File: config.mk
export PLATFORM = sky130hd
export DESIGN_NAME = smb_regslave
export DESIGN_NICKNAME = d
export VERILOG_FILES = /design/src/rtl/smb_pkg.sv /design/src/rtl/smb_line_sync.sv /design/src/rtl/smb_cond_detect.sv /design/src/rtl/smb_byte_fsm.sv /design/src/rtl/smb_regslave.sv
export SDC_FILE = /design/constraint.sdc
export NUM_CORES = 1
export LEC_CHECK = 0
export ABC_AREA = 1
export BUFFER_PORTS_ARGS = -buffer_cell sky130_fd_sc_hd__buf_4
export CAP_MARGIN = 20
export CORE_MARGIN = 1.5
export CORE_UTILIZATION = 45
export CTS_CLUSTER_DIAMETER = 150
export CTS_CLUSTER_SIZE = 14
export DETAILED_ROUTE_END_ITERATION = 10
export GPL_TIMING_DRIVEN = 0
export PLACE_DENSITY = 0.67
export SLEW_MARGIN = 10
export SYNTH_ARGS = -nofsm -noshare
export SYNTH_HDL_FRONTEND = slang
export SYNTH_HIERARCHICAL = 1
export SYNTH_SLANG_ARGS = --single-unit
export TNS_END_PERCENT = 100
File: constraint.sdc
create_clock -name clk -period 1.2 [get_ports clk]
set_input_delay 0.06 -clock clk [delete_from_list [all_inputs] [get_ports clk]]
set_output_delay 0.06 -clock clk [all_outputs]
set_load 0.01 [all_outputs]
File: src/rtl/smb_pkg.sv
package smb_pkg;

  typedef enum logic [2:0] {
    ST_IDLE,
    ST_RX,
    ST_ACK,
    ST_TX,
    ST_SKIP
  } smb_state_e;

  typedef enum logic [1:0] {
    PH_ADDR,
    PH_CMD,
    PH_DATA
  } smb_phase_e;

  typedef struct packed {
    logic scl_rise;
    logic scl_fall;
    logic start;
    logic stop;
  } smb_evt_t;

endpackage

File: src/rtl/smb_line_sync.sv
module smb_line_sync #(
  parameter int STAGES = 2,
  parameter int LINES  = 2
) (
  input  logic             clk,
  input  logic             rst_n,
  input  logic [LINES-1:0] d_i,
  output logic [LINES-1:0] q_o
);

  for (genvar g = 0; g < LINES; g++) begin : g_line
    logic [STAGES-1:0] chain_q;
    logic [STAGES-1:0] chain_d;

    assign chain_d = {chain_q[STAGES-2:0], d_i[g]};

    always_ff @(posedge clk or negedge rst_n) begin
      if (!rst_n) chain_q <= '1;
      else        chain_q <= chain_d;
    end

    assign q_o[g] = chain_q[STAGES-1];
  end

endmodule

File: src/rtl/smb_cond_detect.sv
module smb_cond_detect
  import smb_pkg::*;
(
  input  logic     clk,
  input  logic     rst_n,
  input  logic     scl_s,
  input  logic     sda_s,
  output smb_evt_t evt_o
);

  logic scl_q, sda_q;

  always_ff @(posedge clk or negedge rst_n) begin
    if (!rst_n) begin
      scl_q <= 1'b1;
      sda_q <= 1'b1;
    end else begin
      scl_q <= scl_s;
      sda_q <= sda_s;
    end
  end

  always_comb begin
    evt_o.scl_rise = scl_s & ~scl_q;
    evt_o.scl_fall = ~scl_s & scl_q;
    evt_o.start    = scl_s & scl_q & sda_q & ~sda_s;
    evt_o.stop     = scl_s & scl_q & ~sda_q & sda_s;
  end

endmodule

File: src/rtl/smb_byte_fsm.sv
module smb_byte_fsm
  import smb_pkg::*;
#(
  parameter int                DATA_W     = 8,
  parameter logic [DATA_W-2:0] SLAVE_ADDR = 7'h69
) (
  input  logic              clk,
  input  logic              rst_n,
  input  smb_evt_t          evt_i,
  input  logic              sda_s,
  input  logic [DATA_W-1:0] rdata_i,
  output logic              sda_oe_o,
  output logic [DATA_W-2:0] addr_o,
  output logic [DATA_W-1:0] wdata_o,
  output logic              we_o
);

  localparam int OFF_W = DATA_W - 1;
  localparam int CNT_W = $clog2(DATA_W + 1);
  localparam logic [CNT_W-1:0] FULL = CNT_W'(DATA_W);
  localparam logic [CNT_W-1:0] ONE  = CNT_W'(1);

  smb_state_e        state_q, state_d;
  smb_phase_e        phase_q, phase_d;
  logic [CNT_W-1:0]  bitcnt_q, bitcnt_d;
  logic [DATA_W-1:0] shreg_q, shreg_d;
  logic              rd_q, rd_d;
  logic              cmd_ok_q, cmd_ok_d;
  logic [OFF_W-1:0]  off_q, off_d;
  logic              oe_q, oe_d;
  logic              we_q, we_d;
  logic [DATA_W-1:0] wdata_q, wdata_d;

  always_comb begin
    state_d  = state_q;
    phase_d  = phase_q;
    bitcnt_d = bitcnt_q;
    shreg_d  = shreg_q;
    rd_d     = rd_q;
    cmd_ok_d = cmd_ok_q;
    off_d    = off_q;
    oe_d     = oe_q;
    we_d     = 1'b0;
    wdata_d  = wdata_q;

    if (evt_i.stop) begin
      state_d  = ST_IDLE;
      oe_d     = 1'b0;
      cmd_ok_d = 1'b0;
    end else if (evt_i.start) begin
      state_d  = ST_RX;
      phase_d  = PH_ADDR;
      bitcnt_d = '0;
      oe_d     = 1'b0;
      // a repeated start lands in the first bit slot after the command ack
      if (!(state_q == ST_RX && phase_q == PH_DATA && bitcnt_q <= ONE))
        cmd_ok_d = 1'b0;
    end else begin
      case (state_q)
        ST_RX: begin
          if (evt_i.scl_rise && bitcnt_q != FULL) begin
            shreg_d  = {shreg_q[DATA_W-2:0], sda_s};
            bitcnt_d = bitcnt_q + ONE;
          end else if (evt_i.scl_fall && bitcnt_q == FULL) begin
            bitcnt_d = '0;
            case (phase_q)
              PH_ADDR: begin
                if (shreg_q[DATA_W-1:1] == SLAVE_ADDR && (!shreg_q[0] || cmd_ok_q)) begin
                  state_d = ST_ACK;
                  oe_d    = 1'b1;
                  rd_d    = shreg_q[0];
                end else begin
                  state_d  = ST_IDLE;
                  cmd_ok_d = 1'b0;
                end
              end
              PH_CMD: begin
                if (shreg_q[DATA_W-1]) begin
                  state_d  = ST_ACK;
                  oe_d     = 1'b1;
                  off_d    = shreg_q[OFF_W-1:0];
                  cmd_ok_d = 1'b1;
                end else begin
                  state_d = ST_SKIP;
                end
              end
              default: begin
                state_d = ST_ACK;
                oe_d    = 1'b1;
                we_d    = 1'b1;
                wdata_d = shreg_q;
              end
            endcase
          end
        end
        ST_ACK: begin
          if (evt_i.scl_fall) begin
            oe_d = 1'b0;
            case (phase_q)
              PH_ADDR: begin
                if (rd_q) begin
                  state_d  = ST_TX;
                  shreg_d  = rdata_i;
                  oe_d     = ~rdata_i[DATA_W-1];
                  bitcnt_d = '0;
                end else begin
                  state_d = ST_RX;
                  phase_d = PH_CMD;
                end
              end
              PH_CMD: begin
                state_d = ST_RX;
                phase_d = PH_DATA;
              end
              default: state_d = ST_SKIP;
            endcase
          end
        end
        ST_TX: begin
          if (evt_i.scl_rise && bitcnt_q != FULL) begin
            bitcnt_d = bitcnt_q + ONE;
          end else if (evt_i.scl_fall) begin
            if (bitcnt_q == FULL) begin
              oe_d    = 1'b0;
              state_d = ST_SKIP;
            end else begin
              shreg_d = {shreg_q[DATA_W-2:0], 1'b0};
              oe_d    = ~shreg_q[DATA_W-2];
            end
          end
        end
        default: oe_d = 1'b0;
      endcase
    end
  end

  always_ff @(posedge clk or negedge rst_n) begin
    if (!rst_n) begin
      state_q  <= ST_IDLE;
      phase_q  <= PH_ADDR;
      bitcnt_q <= '0;
      shreg_q  <= '0;
      rd_q     <= 1'b0;
      cmd_ok_q <= 1'b0;
      off_q    <= '0;
      oe_q     <= 1'b0;
      we_q     <= 1'b0;
      wdata_q  <= '0;
    end else begin
      state_q  <= state_d;
      phase_q  <= phase_d;
      bitcnt_q <= bitcnt_d;
      shreg_q  <= shreg_d;
      rd_q     <= rd_d;
      cmd_ok_q <= cmd_ok_d;
      off_q    <= off_d;
      oe_q     <= oe_d;
      we_q     <= we_d;
      wdata_q  <= wdata_d;
    end
  end

  assign sda_oe_o = oe_q;
  assign addr_o   = off_q;
  assign wdata_o  = wdata_q;
  assign we_o     = we_q;

endmodule

File: src/rtl/smb_regslave.sv
module smb_regslave
  import smb_pkg::*;
#(
  parameter int                DATA_W      = 8,
  parameter logic [DATA_W-2:0] SLAVE_ADDR  = 7'h69,
  parameter int                SYNC_STAGES = 2
) (
  input  logic              clk,
  input  logic              rst_n,
  input  logic              scl_i,
  input  logic              sda_i,
  output logic              sda_oe_o,
  output logic [DATA_W-2:0] reg_addr_o,
  output logic [DATA_W-1:0] reg_wdata_o,
  output logic              reg_we_o,
  input  logic [DATA_W-1:0] reg_rdata_i
);

  logic [1:0] rst_sync_q;
  logic       rst_int_n;

  // asynchronous assertion, synchronous release
  always_ff @(posedge clk or negedge rst_n) begin
    if (!rst_n) rst_sync_q <= 2'b00;
    else        rst_sync_q <= {rst_sync_q[0], 1'b1};
  end
  assign rst_int_n = rst_sync_q[1];

  logic     scl_s, sda_s;
  smb_evt_t evt;

  smb_line_sync #(.STAGES(SYNC_STAGES), .LINES(2)) u_sync (
    .clk   (clk),
    .rst_n (rst_int_n),
    .d_i   ({sda_i, scl_i}),
    .q_o   ({sda_s, scl_s})
  );

  smb_cond_detect u_cond (
    .clk   (clk),
    .rst_n (rst_int_n),
    .scl_s (scl_s),
    .sda_s (sda_s),
    .evt_o (evt)
  );

  smb_byte_fsm #(.DATA_W(DATA_W), .SLAVE_ADDR(SLAVE_ADDR)) u_fsm (
    .clk      (clk),
    .rst_n    (rst_int_n),
    .evt_i    (evt),
    .sda_s    (sda_s),
    .rdata_i  (reg_rdata_i),
    .sda_oe_o (sda_oe_o),
    .addr_o   (reg_addr_o),
    .wdata_o  (reg_wdata_o),
    .we_o     (reg_we_o)
  );

endmodule

==> implementation parameters, run 1 <==
Parameter                              Value

CTS
  Num Clock Sinks ... 44
  Clock tree from TritonCTS ... done
  CTS Buf Count ... 5
  Clock slew seen by the registers of the worst setup and hold paths ... 0.09 ns
  Root buffer cell ... sky130_fd_sc_hd__clkbuf_8
  H-tree lvl count ... 2
  Bufs on Longest Clock Path ... 2
  Clock latency of the later-clocked register in the worst-skew pair ... 0.30 ns

Power and ir drop
  IR drop worst, VDD ... 0.9606 mV
  Leakage power figure ... 1.455 nW
  Ratio of total power to cell area ... 1756 mW/mm^2
  Overall Power ... 5.490 mW

Placed design
  Number of buffers inserted by port buffering ... 28
  DP Worst Slack ... -0.6226 ns
  Post-detailed-placement cell area ... 0.002679 sq mm
  Post-DP HPWL ... 3711 um
  Final GP Congestion ... 0.9403
  Placed insts ... 378

Setup path
  Worst setup SP type ... flop
  Category of the most critical setup path ... flop to flop
  Endpoint arrival time on the critical path ... 1.95 ns
  Crit path required time ... 1.39 ns
  Critical path's largest stage delay ... 0.41 ns
  Crit path max-delay family ... simple AND/OR/NAND/NOR gates
  Element type at the critical path end ... flop
  Critical path, cell by cell ... inv_1 > ha_4 > nand4_1 > nor2_4 > nand4_4 > buf_8 > nand2_2 > o21ai_2
  WP buf/inv ... 2
  Critical-path top delay cell ... sky130_fd_sc_hd__dfrtp_1
  Largest fanout of any net on the critical path ... 5

Flow run
  Max Cap Viol ... 0

Timing
  Number of setup violations in the final report ... 36
  Shortest period the worst path allows ... 1.757 ns
  Number of slew-limit violations in the final report ... 0
  Remaining max-slew budget at the tightest pin ... 0.6343
  Final-report hold violation count ... 0
  Final hold slack ... 0.06746 ns
  Worst clock skew ... 0.008375 ns
  Max Fclk ... 569.3 MHz
  Min setup slack post-route ... -0.5566 ns
  Final TNS setup ... -17.69 ns
  RSZ-0062 raised after global routing ... yes
  Slew @ Worst Pin ... 0.5485 ns
  Tcrit/Tclk final ... 1.464

Die
  Die Outline Area ... 0.005670 sq mm
  Die width ... 75.30 um
  Placeable Area ... 0.005075 sq mm
  Initial cell density of the core ... 0.4635
  Row count ... 26
  Height of the chip ... 75.30 um
  Number of I/O pins ... 29

Logic synthesis
  Most frequent cell after synthesis ... sky130_fd_sc_hd__nand2_1
  Number of enable flip-flop cells after synthesis ... 0
  Top cell type by total area after synthesis ... sky130_fd_sc_hd__dfrtp_1
  Post-synth top area share ... 0.4043
  Total standard cell area after synthesis ... 0.002352 sq mm
  Count of mapped cells out of synthesis ... 280
  Synthesized net count ... 295
  Synth unique cells ... 33
  Cell types occupying the most area after synthesis ... sky130_fd_sc_hd__dfrtp_1, sky130_fd_sc_hd__nand2_1, sky130_fd_sc_hd__dfstp_2
  Post-synthesis sequential area ratio ... 0.4713
  Total number of yosys warnings ... 6
  Primary flip-flop cell chosen by synthesis mapping ... sky130_fd_sc_hd__dfrtp_1
  Leading cell types by count after synthesis ... sky130_fd_sc_hd__nand2_1, sky130_fd_sc_hd__dfrtp_1, sky130_fd_sc_hd__inv_1
  Synth Register Bits ... 44
  Fraction of registers with async set or reset after synthesis ... 1.000
  Mean cell area of the mapped netlist ... 8.401 sq um

Global routing
  Via count of the first global-routing pass ... 1848
  Initial antenna violation count ... 0
  Aggregate global routing overflow ... 0
  Pin count of the biggest net entering global routing ... 43
  Global-route wire length before repair ... 8859 um
  Overall track demand over capacity in global routing ... 0.2102

Routing
  Vias after detailed routing ... 2049
  DRC Markers ... 0
  Pre-Repair DR Iteration Count ... 4
  Total wire length after detailed routing ... 5602 um
  Via count normalized by instance count ... 5.072
  Number of DRC markers after the initial detailed-route iteration ... 165
  DRT antenna net count ... 0
  Final routed wire length divided by cell count ... 13.87 um

Status
  Result of the run ... finished with violations
  Violations in the final reports ... negative setup slack

Final layout
  Post-layout nets ... 348
  Post-route cell area ... 0.003126 sq mm
  Share of the core filled with cells ... 0.6159
  Filler cells ... 460
  Filler-free cell count of the finished design ... 404
  Antenna cells ... 0
  Fraction of layout instances using a drive strength above 1 ... 0.4461
  Layout area overhead ... 32.87%

Worst hold path
  Type of the worst min-delay path ... input pin to async pin
[final cells by class]
| class | instances | area (sq um) | area share |
|---|---|---|---|
| repair buffers | 47 | 419.2 | 0.1341 |
| multi-input cells | 199 | 1235 | 0.3951 |
| well taps | 70 | 87.58 | 0.02802 |
| plain buffers | 6 | 70.07 | 0.02242 |
| flip-flops and latches | 44 | 1114 | 0.3563 |
| clock inverters | 2 | 12.51 | 0.004003 |
| clock buffers | 6 | 72.57 | 0.02322 |
| inverters | 30 | 115.1 | 0.03683 |
[power breakdown]
group          internal (mW)  total, mW  leakage (nW)  switching [mW]
clock network          0.407      0.923        0.0412           0.516
registers               1.78       2.10         0.526           0.322
logic                  0.889       2.47         0.888            1.58
total                   3.07       5.49          1.45            2.42
[cell families (layout without fill, tap and decap cells)]
group	count (synthesis)	count (layout)	synth area share
xor gates and xnor gates	2	2	0.007448
and+or+nand+nor	140	141	0.2883
buffers and inverters	38	91	0.07393
DFF	44	44	0.4713
other	1	1	0.001594
AOI/OAI and AO/OA	52	52	0.1415
adders and majority gates	3	3	0.01596
[layer usage]
layer,track usage,vias up,routed length [um]
met1,0.3075,962,2558
met4,0.08135,0,138
met3,0.03968,18,295
met5,0,-,0
met2,0.3099,58,2611
li1,-,1011,-
[cells in the final DEF (no fill, tap or decap), types with 7 or more instances in the layout]
cell and instances:
sky130_fd_sc_hd__buf_4 36, sky130_fd_sc_hd__buf_6 9, sky130_fd_sc_hd__dfrtp_1 36, sky130_fd_sc_hd__inv_1 19
sky130_fd_sc_hd__inv_2 10, sky130_fd_sc_hd__nand2_1 62, sky130_fd_sc_hd__nand2_2 21, sky130_fd_sc_hd__nand3_1 12
sky130_fd_sc_hd__nor2_1 16, sky130_fd_sc_hd__nor2_2 7, sky130_fd_sc_hd__o21ai_0 10, sky130_fd_sc_hd__o21ai_1 9
sky130_fd_sc_hd__o21ai_2 26
[worst paths after layout]
| path | cells after the start | from | endpoint | slack, ns |
|---|---|---|---|---|
| min | 2 | rst_n | rst_sync_q[0] | 0.07 |
| max | 8 | u_fsm/bitcnt_q[1] | u_fsm/addr_o[3] | -0.56 |
| max reg2reg | 8 | u_fsm/bitcnt_q[1] | u_fsm/addr_o[3] | -0.56 |
| min in group clk | 5 | reg_rdata_i[4] | u_fsm/shreg_q[4] | 0.07 |
| max in group asynchronous | 0 | rst_sync_q[1] | u_fsm/bitcnt_q[0] | 0.48 |
| min reg2reg | 0 | rst_sync_q[1] | u_fsm/addr_o[6] | 0.32 |
[registers in the layout, summed over array words and instances, names as in the netlist]
register	cells
u_fsm/wdata_o	8
u_cond/scl_q	1
u_fsm/we_o	1
u_sync/g_line.chain_q	4
u_fsm/shreg_q	8
u_cond/sda_q	1
u_fsm/addr_o	7
rst_sync_q	2
u_fsm/state_q	3
u_fsm/bitcnt_q	4
u_fsm/phase_q	2
u_fsm/cmd_ok_q	1
u_fsm/rd_q	1
u_fsm/sda_oe_o	1
[timing repair]
action,in CTS,in global routing
pin swaps,9,9
hold buffers,3,0
setup endpoints to repair,36,72
buffers inserted,13,2
gates resized for setup,32,27
cloned,3,0
hold endpoints to repair,4,0
[worst register-to-register path, delay by kind of cell (launching register included)]
family | cells | cell delay (ns)
AOI/OAI and AO/OA | 1 | 0.04
buffers and inverters | 2 | 0.33
DFF | 1 | 0.41
adders and majority gates | 1 | 0.17
and+or+nand+nor | 4 | 0.68
Power figures use the tool's default switching activity.
==> run 2, diff against run 1 <==
--- a/config.mk
+++ b/config.mk
@@ -5,7 +5,6 @@
 export SDC_FILE = /design/constraint.sdc
 export NUM_CORES = 1
 export LEC_CHECK = 0
-export ABC_AREA = 1
 export BUFFER_PORTS_ARGS = -buffer_cell sky130_fd_sc_hd__buf_4
 export CAP_MARGIN = 20
 export CORE_MARGIN = 1.5
==> implementation parameters, run 2 <==
Parameter                              Value

Status
  Result of the run ... finished with violations
  Violations in the final reports ... negative setup slack

Timing
  Slew @ Worst Pin ... 0.5258 ns
  Final-report hold violation count ... 0
  Tcrit/Tclk final ... 1.675
  Final hold slack ... 0.06575 ns
  RSZ-0062 raised after global routing ... yes
  Min setup slack post-route ... -0.8097 ns
  Worst clock skew ... 0.005981 ns
  Number of setup violations in the final report ... 36
  Shortest period the worst path allows ... 2.010 ns
  Remaining max-slew budget at the tightest pin ... 0.6495
  Max Fclk ... 497.6 MHz
  Number of slew-limit violations in the final report ... 0

Setup path
  Termination of the worst setup path ... u_fsm/addr_o[3]
  Critical path's largest stage delay ... 0.54 ns
  Crit path required time ... 1.39 ns
  WP buf/inv ... 0
  Endpoint arrival time on the critical path ... 2.20 ns
  R2R cell count ... 6
  Worst setup SP type ... flop
  Critical path, cell by cell ... nor2b_4 > and4b_1 > and2_4 > nor3b_4 > and3_4 > mux2_4
  Crit path max-delay family ... simple AND/OR/NAND/NOR gates
  Worst r2r dst ... u_fsm/addr_o[3]
  RR Startpoint ... u_cond/scl_q
  Largest fanout of any net on the critical path ... 7
  R2R Setup Slk ... -0.81 ns
  Element type at the critical path end ... flop
  Worst setup path start ... u_cond/scl_q
  Critical-path top delay cell ... sky130_fd_sc_hd__dfstp_2
  Category of the most critical setup path ... flop to flop
  Stages on worst setup path ... 6

Logic synthesis
  Top cell type by total area after synthesis ... sky130_fd_sc_hd__dfrtp_1
  Post-synthesis sequential area ratio ... 0.4836
  Synth Register Bits ... 44
  Fraction of registers with async set or reset after synthesis ... 1.000
  Mean cell area of the mapped netlist ... 12.00 sq um
  Most frequent cell after synthesis ... sky130_fd_sc_hd__dfrtp_1
  Total standard cell area after synthesis ... 0.002292 sq mm
  Leading cell types by count after synthesis ... sky130_fd_sc_hd__dfrtp_1, sky130_fd_sc_hd__mux2_2, sky130_fd_sc_hd__o21ai_0
  Number of enable flip-flop cells after synthesis ... 0
  Count of mapped cells out of synthesis ... 191
  Synth unique cells ... 50
  Cell types occupying the most area after synthesis ... sky130_fd_sc_hd__dfrtp_1, sky130_fd_sc_hd__mux2_2, sky130_fd_sc_hd__dfstp_2
  Synthesized net count ... 206
  Total number of yosys warnings ... 6
  Primary flip-flop cell chosen by synthesis mapping ... sky130_fd_sc_hd__dfrtp_1
  Post-synth top area share ... 0.4148

Routing
  Number of DRC markers after the initial detailed-route iteration ... 163
  Final routed wire length divided by cell count ... 15.93 um
  Via count normalized by instance count ... 5.448
  Total wire length after detailed routing ... 5049 um
  Pre-Repair DR Iteration Count ... 4
  DRC Markers ... 0
  DRT antenna net count ... 0
  Vias after detailed routing ... 1727

CTS
  H-tree lvl count ... 2
  Bufs on Longest Clock Path ... 2
  Clock tree from TritonCTS ... done
  Num Clock Sinks ... 44
  CTS Buf Count ... 5
  Clock slew seen by the registers of the worst setup and hold paths ... 0.09 ns
  Clock latency of the later-clocked register in the worst-skew pair ... 0.30 ns
  Root buffer cell ... sky130_fd_sc_hd__clkbuf_8

Global routing
  Aggregate global routing overflow ... 0
  Initial antenna violation count ... 0
  Overall track demand over capacity in global routing ... 0.2006
  Pin count of the biggest net entering global routing ... 43
  Global-route wire length before repair ... 8321 um
  Via count of the first global-routing pass ... 1680

Final layout
  Share of the core filled with cells ... 0.6501
  Filler-free cell count of the finished design ... 317
  Layout area overhead ... 36.63%
  Commonest non-fill, non-tap cell in the layout ... sky130_fd_sc_hd__buf_4
  Post-layout nets ... 264
  Post-route cell area ... 0.003132 sq mm
  Antenna cells ... 0
  Fraction of layout instances using a drive strength above 1 ... 0.5680
  Most used cells in the layout excluding fill and tap cells ... sky130_fd_sc_hd__buf_4, sky130_fd_sc_hd__dfrtp_1, sky130_fd_sc_hd__mux2_2

Power and ir drop
  Leakage power figure ... 1.412 nW
  Ratio of total power to cell area ... 1434 mW/mm^2
  IR drop worst, VDD ... 0.9737 mV
  Portion of total power attributed to sequential cells ... 0.441
  Clock Power Share ... 0.268
  Combinational share of power ... 0.291
  Cell-internal power ... 3.075 mW
  Power spent charging and discharging nets ... 1.417 mW
  Net switching fraction of the power ... 0.3154

Die
  Die Outline Area ... 0.005531 sq mm
  Placeable Area ... 0.004817 sq mm
  Number of I/O pins ... 29
  Die width ... 74.37 um
  Height of the chip ... 74.37 um
  Row count ... 25
  Initial cell density of the core ... 0.4758

Placed design
  DP Worst Slack ... -0.9705 ns
  Final GP Congestion ... 0.9272
  Number of buffers inserted by port buffering ... 28
  Placed insts ... 286
  Post-DP HPWL ... 3271 um
  Post-detailed-placement cell area ... 0.002645 sq mm

Flow run
  Max Cap Viol ... 0

Worst hold path
  Type of the worst min-delay path ... input pin to async pin
==> run 2: kinds of logic after synthesis <==
logic type | after synthesis | share of synthesized area
AND/OR/NAND/NOR | 53 | 0.1550
multiplexers | 33 | 0.1719
other | 1 | 0.001636
flip-flops | 44 | 0.4836
adder cells (fa/ha/maj) | 3 | 0.01638
AO/OA/AOI/OAI | 38 | 0.1288
buffers and inverters | 19 | 0.04257
==> run 2: per-layer routing <==
layer	wire [um]	vias to the layer above	track usage	part of all wire
li1	-	809	-	-
met1	2387	853	0.2952	0.47
met2	2299	53	0.2877	0.46
met3	239	12	0.03930	0.047
met4	123	0	0.08687	0.024
met5	0	-	0	0
==> run 2: cell type report <==
| class | instances | area, sq um |
|---|---|---|
| plain buffers | 8 | 60.06 |
| clock buffers | 6 | 82.58 |
| clock inverters | 2 | 38.79 |
| fillers | 410 | 1685 |
| inverters | 10 | 45.04 |
| multi-input cells | 129 | 1305 |
| flip-flops and latches | 44 | 1115 |
| well taps | 67 | 83.83 |
| repair buffers | 51 | 401.6 |
==> run 2: through the flow <==
stage	total power, mW	TNS, ns
4_1_cts	4.460	-24.90
2_1_floorplan	2.700	-20.70
3_3_place_gp	2.952	-28.31
5_1_grt	4.734	-26.99
3_5_place_dp	2.983	-28.85
6_report	4.492	-24.58
==> run 2: power by group through the flow <==
| stage | logic [mW] | clock network, mW | registers [mW] |
|---|---|---|---|
| final | 1.31 | 1.20 | 1.98 |
| after CTS | 1.22 | 1.25 | 1.99 |
| after floorplan | 0.754 | 0 | 1.95 |
| after detailed placement | 0.926 | 0 | 2.06 |
| after global routing | 1.42 | 1.28 | 2.03 |
| after global placement | 0.913 | 0 | 2.04 |
==> run 2: what timing repair did <==
action	CTS	global route
gates resized for setup	27	27
cloned	1	0
pin swaps	11	11
hold buffers	3	0
endpoints found under the hold margin	4	0
setup endpoints to repair	36	38
buffers inserted	17	7
==> run 2: how the worst min path moves through the flow <==
stage,slack [ns],depth (start not counted),start,to
2_1_floorplan,-0.24,0,rst_n,rst_sync_q[0]
3_3_place_gp,-0.16,1,rst_n,rst_sync_q[0]
3_5_place_dp,-0.16,1,rst_n,rst_sync_q[0]
4_1_cts,0.06,2,rst_n,rst_sync_q[1]
5_1_grt,0.07,2,rst_n,rst_sync_q[1]
6_report,0.07,2,rst_n,rst_sync_q[1]
==> run 3, diff against run 2 <==
--- a/config.mk
+++ b/config.mk
@@ -6,7 +6,8 @@
 export NUM_CORES = 1
 export LEC_CHECK = 0
 export BUFFER_PORTS_ARGS = -buffer_cell sky130_fd_sc_hd__buf_4
-export CAP_MARGIN = 20
+export CAP_MARGIN = 0
+export CORE_ASPECT_RATIO = 1.75
 export CORE_MARGIN = 1.5
 export CORE_UTILIZATION = 45
 export CTS_CLUSTER_DIAMETER = 150
==> implementation parameters, run 3 (same netlist as run 2, synthesis figures left out) <==
Parameter                              Value

CTS
  H-tree lvl count ... 2
  Bufs on Longest Clock Path ... 2
  Clock latency of the later-clocked register in the worst-skew pair ... 0.30 ns
  Clock slew seen by the registers of the worst setup and hold paths ... 0.08 ns
  CTS Buf Count ... 5
  Num Clock Sinks ... 44
  Clock tree from TritonCTS ... done
  Root buffer cell ... sky130_fd_sc_hd__clkbuf_8

Die
  Row count ... 34
  Die Outline Area ... 0.005548 sq mm
  Placeable Area ... 0.004935 sq mm
  Number of I/O pins ... 29
  Initial cell density of the core ... 0.4645
  Height of the chip ... 97.42 um
  Die width ... 56.95 um

Timing
  Remaining max-slew budget at the tightest pin ... 0.6385
  Min setup slack post-route ... -0.8968 ns
  Worst clock skew ... 0.007070 ns
  Final hold slack ... 0.07942 ns
  Final-report hold violation count ... 0
  RSZ-0062 raised after global routing ... yes
  Number of setup violations in the final report ... 36
  Tcrit/Tclk final ... 1.747
  Shortest period the worst path allows ... 2.097 ns
  Slew @ Worst Pin ... 0.5423 ns
  Number of slew-limit violations in the final report ... 0
  Max Fclk ... 476.9 MHz

Status
  Result of the run ... finished with violations
  Violations in the final reports ... negative setup slack

Routing
  Vias after detailed routing ... 1753
  DRC Markers ... 0
  Number of DRC markers after the initial detailed-route iteration ... 45
  Total wire length after detailed routing ... 5491 um
  Pre-Repair DR Iteration Count ... 4
  DRT antenna net count ... 0
  Via count normalized by instance count ... 5.729
  Final routed wire length divided by cell count ... 17.94 um

Final layout
  Commonest non-fill, non-tap cell in the layout ... sky130_fd_sc_hd__buf_4
  Filler cells ... 410
  Fraction of layout instances using a drive strength above 1 ... 0.5476
  Post-layout nets ... 266
  Share of the core filled with cells ... 0.6169
  Most used cells in the layout excluding fill and tap cells ... sky130_fd_sc_hd__buf_4, sky130_fd_sc_hd__dfrtp_1, sky130_fd_sc_hd__mux2_2
  Antenna cells ... 0
  Layout area overhead ... 32.81%

Power and ir drop
  Net switching fraction of the power ... 0.3116
  Cell-internal power ... 3.000 mW
  Power spent charging and discharging nets ... 1.358 mW
  Combinational share of power ... 0.284
  Clock Power Share ... 0.256
  Ratio of total power to cell area ... 1431 mW/mm^2
  IR drop worst, VDD ... 1.072 mV
  Portion of total power attributed to sequential cells ... 0.460
  Leakage power figure ... 1.405 nW
  Overall Power ... 4.357 mW

Placed design
  Number of buffers inserted by port buffering ... 28
  Post-DP HPWL ... 3637 um
  DP Worst Slack ... -1.036 ns
  Final GP Congestion ... 0.8969

Setup path
  Largest fanout of any net on the critical path ... 7
  Critical path's largest stage delay ... 0.53 ns
  Worst setup SP type ... flop
  Critical-path top delay cell ... sky130_fd_sc_hd__dfstp_2
  Element type at the critical path end ... flop
  Crit path required time ... 1.38 ns
  Critical path, cell by cell ... nor2b_4 > and4b_1 > and2_4 > nor3b_4 > and3_4 > mux2_4
  Category of the most critical setup path ... flop to flop
  Endpoint arrival time on the critical path ... 2.28 ns

Worst hold path
  Type of the worst min-delay path ... input pin to async pin

Flow run
  Max Cap Viol ... 0

Global routing
  Initial antenna violation count ... 0
  Global-route wire length before repair ... 9156 um
  Pin count of the biggest net entering global routing ... 43
  Aggregate global routing overflow ... 0
  Via count of the first global-routing pass ... 1829
  Overall track demand over capacity in global routing ... 0.2121
-- run 3: cell count changes in the layout (fill, tap and decap cells not counted), sizes merged --
cell and delta:
nand2 -1, buf +3
-- run 3: final timing paths --
check,from,depth (start not counted),slack [ns],to
max,u_cond/scl_q,6,-0.90,u_fsm/addr_o[2]
min,rst_n,2,0.08,rst_sync_q[1]
max reg2reg,u_cond/scl_q,6,-0.90,u_fsm/addr_o[2]
min reg2reg,rst_sync_q[1],0,0.32,u_fsm/sda_oe_o
max in group asynchronous,rst_sync_q[1],0,0.48,u_fsm/shreg_q[7]
min in group clk,reg_rdata_i[1],4,0.11,u_fsm/shreg_q[1]
-- run 3: layout make-up --
cell class,instances,area (sq um),area share
plain buffers,8,60.06,0.01973
clock buffers,6,72.57,0.02384
clock inverters,2,35.03,0.01151
inverters,10,42.54,0.01397
multi-input cells,128,1235,0.4057
flip-flops and latches,44,1115,0.3662
well taps,54,67.56,0.02219
repair buffers,54,416.7,0.1369
-- run 3: power by group through the flow --
stage / combinational, mW / clock, mW / sequential, mW
after CTS: 1.11 / 1.15 / 2.01
after global routing: 1.35 / 1.22 / 2.05
final: 1.24 / 1.11 / 2.01
after global placement: 0.921 / 0 / 2.05
after floorplan: 0.754 / 0 / 1.95
after detailed placement: 0.943 / 0 / 2.06
-- run 3: critical path, delay by kind of cell, from the launching register on --
family	cells	cell delay, ns
simple gates	5	1.12
mux	1	0.31
flops	1	0.53
-- run 3: metal layers --
layer  GRT usage  vias to the layer above  wire length (um)  share of wire
met2      0.3696                       41              3056           0.56
met1      0.2535                      883              2102           0.38
met3     0.02663                       15               143          0.026
met5           0                        -                 0              0
met4     0.09481                        0               189          0.034
li1            -                      814                 -              -
-- run 3: stage by stage --
step                      area, sq um  TNS, ns  cells
final                            3044   -27.42    306
after floorplan                  2351   -20.70    191
after global placement           2629   -29.45    273
after global routing             3044   -29.57    306
after detailed placement         2629   -30.09    273
after CTS                        2939   -26.50    299
-- run 3: what timing repair did --
item,4_1_cts,5_1_grt
endpoints found under the setup margin,36,37
buffers inserted,15,8
endpoints found under the hold margin,4,0
resized for setup,21,15
cloned,0,0
pin swaps,5,7
hold buffers,3,0
